### src/rtl/cmp_filt_pkg.sv
package cmp_filt_pkg;
  localparam int unsigned DEF_NCH      = 12;
  localparam int unsigned DEF_CNT_W    = 3;
  localparam int unsigned DEF_DIV_LOG2 = 2;
endpackage

### src/rtl/sample_strobe_gen.sv
module sample_strobe_gen #(
  parameter int unsigned DIV_LOG2 = cmp_filt_pkg::DEF_DIV_LOG2
) (
  input  logic clk,
  input  logic rst,
  output logic strobe
);
  localparam logic [DIV_LOG2-1:0] LAST = '1;

  logic [DIV_LOG2-1:0] div_q;

  always_ff @(posedge clk) begin
    if (rst) div_q <= '0;
    else     div_q <= div_q + 1'b1;
  end

  assign strobe = (div_q == LAST);

  // a strobe is never followed by another on the next clock
  assert_strobe_single_R5: assert property (@(posedge clk) disable iff (rst)
    strobe |=> !strobe);
  // no strobe on the first clock after reset
  assert_strobe_reset_R8: assert property (@(posedge clk)
    rst |=> !strobe);
endmodule

### src/rtl/chan_filter.sv
module chan_filter #(
  parameter int unsigned CNT_W = cmp_filt_pkg::DEF_CNT_W
) (
  input  logic clk,
  input  logic rst,
  input  logic strobe,
  input  logic comp_raw,
  input  logic use_filter,
  output logic level
);
  localparam logic [CNT_W-1:0] TOP = '1;
  localparam logic [CNT_W-1:0] BOT = '0;

  logic             sync_q;
  logic [CNT_W-1:0] cnt_q, cnt_nxt;
  logic             flt_q;

  always_comb begin
    cnt_nxt = cnt_q;
    if (sync_q && cnt_q != TOP)       cnt_nxt = cnt_q + 1'b1;
    else if (!sync_q && cnt_q != BOT) cnt_nxt = cnt_q - 1'b1;
  end

  always_ff @(posedge clk) begin
    if (rst) begin
      sync_q <= 1'b0;
      cnt_q  <= BOT;
      flt_q  <= 1'b0;
    end else if (strobe) begin
      sync_q <= comp_raw;
      cnt_q  <= cnt_nxt;
      if (cnt_nxt == TOP)      flt_q <= 1'b1;
      else if (cnt_nxt == BOT) flt_q <= 1'b0;
    end
  end

  assign level = use_filter ? flt_q : sync_q;

  // state only moves on strobe edges
  assert_hold_off_strobe_R1: assert property (@(posedge clk) disable iff (rst)
    !strobe |=> ($stable(sync_q) && $stable(cnt_q) && $stable(flt_q)));
  // saturation at both ends
  assert_sat_top_R3: assert property (@(posedge clk) disable iff (rst)
    (strobe && sync_q && cnt_q == TOP) |=> cnt_q == TOP);
  assert_sat_bot_R3: assert property (@(posedge clk) disable iff (rst)
    (strobe && !sync_q && cnt_q == BOT) |=> cnt_q == BOT);
  // single step per strobe in the direction of the sample
  assert_step_up_R2: assert property (@(posedge clk) disable iff (rst)
    (strobe && sync_q && cnt_q != TOP) |=> cnt_q == $past(cnt_q) + 1'b1);
  // filtered level switches only at the extremes
  assert_rise_at_top_R4: assert property (@(posedge clk) disable iff (rst)
    $rose(flt_q) |-> cnt_q == TOP);
  assert_fall_at_bot_R4: assert property (@(posedge clk) disable iff (rst)
    $fell(flt_q) |-> cnt_q == BOT);
  // reset clears everything
  assert_reset_clear_R8: assert property (@(posedge clk)
    rst |=> (cnt_q == BOT && !flt_q && !sync_q));
endmodule

### src/rtl/cmp_glitch_filter.sv
module cmp_glitch_filter #(
  parameter int unsigned NCH      = cmp_filt_pkg::DEF_NCH,
  parameter int unsigned CNT_W    = cmp_filt_pkg::DEF_CNT_W,
  parameter int unsigned DIV_LOG2 = cmp_filt_pkg::DEF_DIV_LOG2
) (
  input  logic           clk,
  input  logic           rst,
  input  logic [NCH-1:0] comp_in,
  input  logic [NCH-1:0] filt_en,
  output logic [NCH-1:0] level_out
);
  logic strobe;

  sample_strobe_gen #(.DIV_LOG2(DIV_LOG2)) u_strobe (
    .clk    (clk),
    .rst    (rst),
    .strobe (strobe)
  );

  for (genvar gi = 0; gi < NCH; gi++) begin : g_chan
    chan_filter #(.CNT_W(CNT_W)) u_chan (
      .clk        (clk),
      .rst        (rst),
      .strobe     (strobe),
      .comp_raw   (comp_in[gi]),
      .use_filter (filt_en[gi]),
      .level      (level_out[gi])
    );
  end

  // outputs are low on the clock after reset
  assert_out_reset_R8: assert property (@(posedge clk)
    rst |=> level_out == '0);
endmodule

### config.mk
export PLATFORM = sky130hd
export DESIGN_NAME = cmp_glitch_filter
export DESIGN_NICKNAME = d
export VERILOG_FILES = /design/src/rtl/cmp_filt_pkg.sv /design/src/rtl/sample_strobe_gen.sv /design/src/rtl/chan_filter.sv /design/src/rtl/cmp_glitch_filter.sv
export SDC_FILE = /design/constraint.sdc
export NUM_CORES = 1
export LEC_CHECK = 0
export ABC_AREA = 1
export BUFFER_PORTS_ARGS = -buffer_cell sky130_fd_sc_hd__buf_2
export CORE_MARGIN = 5
export CORE_UTILIZATION = 47
export CTS_CLUSTER_DIAMETER = 120
export CTS_CLUSTER_SIZE = 40
export DETAILED_ROUTE_END_ITERATION = 16
export GPL_TIMING_DRIVEN = 1
export PLACE_DENSITY_LB_ADDON = 0.1
export REMOVE_ABC_BUFFERS = 1
export SYNTH_ARGS = -nofsm -noshare
export SYNTH_HDL_FRONTEND = slang
export SYNTH_SLANG_ARGS = --single-unit
### constraint.sdc
create_clock -name clk -period 3.29 [get_ports clk]
set_clock_uncertainty 0.1 [all_clocks]
set_input_delay 0.4935 -clock clk [delete_from_list [all_inputs] [get_ports clk]]
set_output_delay 0.4935 -clock clk [all_outputs]
set_load 0.005 [all_outputs]
==> metrics.cfg <==
[status]
status = complete, no violations

[synth]
ys.flop_type = dfxtp_1
netlist.top_cell.by_area = dfxtp_1
synthTopCellsByCount = nand2_1 (154), inv_1 (105), o21ai_0 (81), dfxtp_1 (62), a21oi_1 (60)
synth_area_per_cell_um2 = 6.590
yosysTopAreaCellShare_pct = 29.57
synth_area_leaders = dfxtp_1 (30%), ha_1 (15%), nand2_1 (14%)
synth-edff-count = 0
synthCells = 637
synth_most_common_cell = nand2_1
ys_warn_count = 0
synth_cell_types = 21
seq_area_frac_synth_pct = 29.57
yosys_register_bits = 62
synth.cell_area_um2 = 4198
async_flop_share_pct = 0

[global_route]
grt_antenna_before_repair = 0
top_usage_layer = met2
grt_pass1_vias = 3489
met3_usage_pct = 4.035
grt_use_total_pct = 15.60
grt_util_met1_pct = 18.92
use_met2_pct = 27.19
grt_max_degree = 65
grt_pass1_wl_um = 14750
grt_overflow = 0

[clocking]
clk_latency_ns = 0.34
cts_resized = 0
cts_sinks = 62
post_cts_buffers = 0
cts_tree = built
postCtsHoldBufs = 0
clkTransAtPathRegs_ns = 0.07
root_buffer = clkbuf_8
cts-htree-levels = 3
cts_buffers = 9
clock_path_buffers = 2

[sta]
period_needed_ns = 1.827
finalSetupTns_ns = 0
max_freq_ghz = 0.5473
relSlewSlack_pct = 34.87
rsz0062_at_grt = false
setup_slack_ns = 1.463
drv_slew = 0
final.period_utilization_pct = 55.54
worst-slew-pin-transition_ns = 0.9770
setup_viol = 0
hold_viol = 0

[floorplan]
die_w_um = 104.5
die_h_um = 104.5
ioPinCount = 38
row_count = 34
initial_core_util_pct = 48.13
dieArea_um2 = 10920
core-area_um2 = 8721

[power]
peakVddDrop_v = 0.0002738
power.leakage_nw = 2.272
power_density_nw_per_um2 = 425.4

[final_layout]
nets = 732
areaGrowthSynthToFinish_pct = 8.793
n_fill_cell = 875
drive_gt1_share_pct = 10.88
area.sequential_um2 = 1241
multi_input_area_um2 = 2354
antenna_cells = 0

[hold_path]
min_path_type = reg2reg

[worst_setup_path]
cp_data_arrival_time_ns = 1.95
crit_path_max_fanout = 4
path_class = reg2reg
cp-start-kind = flip-flop
worstSetupEndpointType = flip-flop
cp.required_ns = 3.42

[drt]
antenna_left = 0
wire_per_inst_um = 10.77
drt-initial-drc-count = 156
drt_wl_total_um = 8292
firstDrtPassIters = 4
vias = 3816
drc = 0
vias_per_cell = 4.956

[placement]
dp_slack_ns = 1.471
portBuffers = 37
dp_hpwl_um = 5821
gp_congestion = 0.8001

[flow_run]
cap_viol_max_count = 0

==> cells by family after synthesis <==
family,count (synthesis),synth area share (%)
DFF,62,29.57
AOI/OAI and AO/OA,142,16.99
adders and majority gates,49,14.61
and+or+nand+nor,242,24.47
buffers and inverters,142,14.37
==> routing by layer <==
layer / part of all wire, % / wire length, um
met5: 0 / 0
met4: 1.3 / 105
met1: 47 / 3898
met3: 3.3 / 277
met2: 48 / 4011
==> registers in the layout, indices dropped and copies added, names as in the netlist <==
| name | cells |
|---|---|
| g_chan.u_chan.flt_q | 12 |
| g_chan.u_chan.sync_q | 12 |
| g_chan.u_chan.cnt_q | 36 |
| u_strobe.div_q | 2 |
==> through the flow <==
step / cell area [um2] / util, % / hold slack [ns] / instances / total power (W)
4_1_cts: 4567 / 52.37 / 0.3164 / 770 / 0.001974
5_1_grt: 4567 / 52.37 / 0.3214 / 770 / 0.002080
2_1_floorplan: 4016 / - / 0.2946 / 607 / 0.001124
3_5_place_dp: 4352 / 49.90 / 0.3158 / 754 / 0.001229
6_report: 4567 / 52.37 / 0.3224 / 770 / 0.001943
3_3_place_gp: 4352 / 49.90 / 0.3048 / 754 / 0.001212
==> report_power, final <==
part	switching [W]	internal (W)
clock network	0.000287	0.000445
registers	0.0000265	0.000783
logic	0.000257	0.000144
total	0.000570	0.00137
==> worst paths after layout <==
path / from / slack, ns / to / depth (start not counted)
hold reg to reg: u_strobe.div_q[0]$_SDFF_PP0_ / 0.32 / u_strobe.div_q[0]$_SDFF_PP0_ / 1
setup / recovery: g_chan[1].u_chan.cnt_q[0]$_SDFFE_PP0P_ / 1.46 / g_chan[1].u_chan.flt_q$_SDFFE_PP0P_ / 11
hold / removal: u_strobe.div_q[0]$_SDFF_PP0_ / 0.32 / u_strobe.div_q[0]$_SDFF_PP0_ / 1
setup reg to reg: g_chan[1].u_chan.cnt_q[0]$_SDFFE_PP0P_ / 1.46 / g_chan[1].u_chan.flt_q$_SDFFE_PP0P_ / 11
==> placed cells by master (no fill, tap or decap), drive strengths merged <==
cell,Yosys,final
nand4,11,11
dfxtp,62,62
clkbuf,4,12
buf,26,39
ha,49,49
o211ai,1,1
nand3,35,35
o21ai,81,81
nand3b,4,4
nor2,33,33
clkinv,1,3
inv,111,111
nand2,159,159
bufinv,0,2
a21oi,60,60
==> worst max-delay path, stage by stage (launching register included) <==
cell and delay (ns):
dfxtp_1 0.41, inv_1 0.08, ha_1 0.20, ha_1 0.19
nor2_1 0.16, nand2_1 0.07, nand3_1 0.11, nand2_1 0.06
nand2_1 0.08, nor2_1 0.05, o21ai_0 0.16, nor2_1 0.06
==> layout make-up <==
class / instances / share of cell area [%]
well taps: 108 / 2.959
repair buffers: 39 / 4.384
inverters: 112 / 9.233
multi-input cells: 433 / 51.53
clock inverters: 4 / 1.534
clock buffers: 12 / 3.178
flip-flops and latches: 62 / 27.18
No activity file was read; power rests on OpenSTA's default activity.
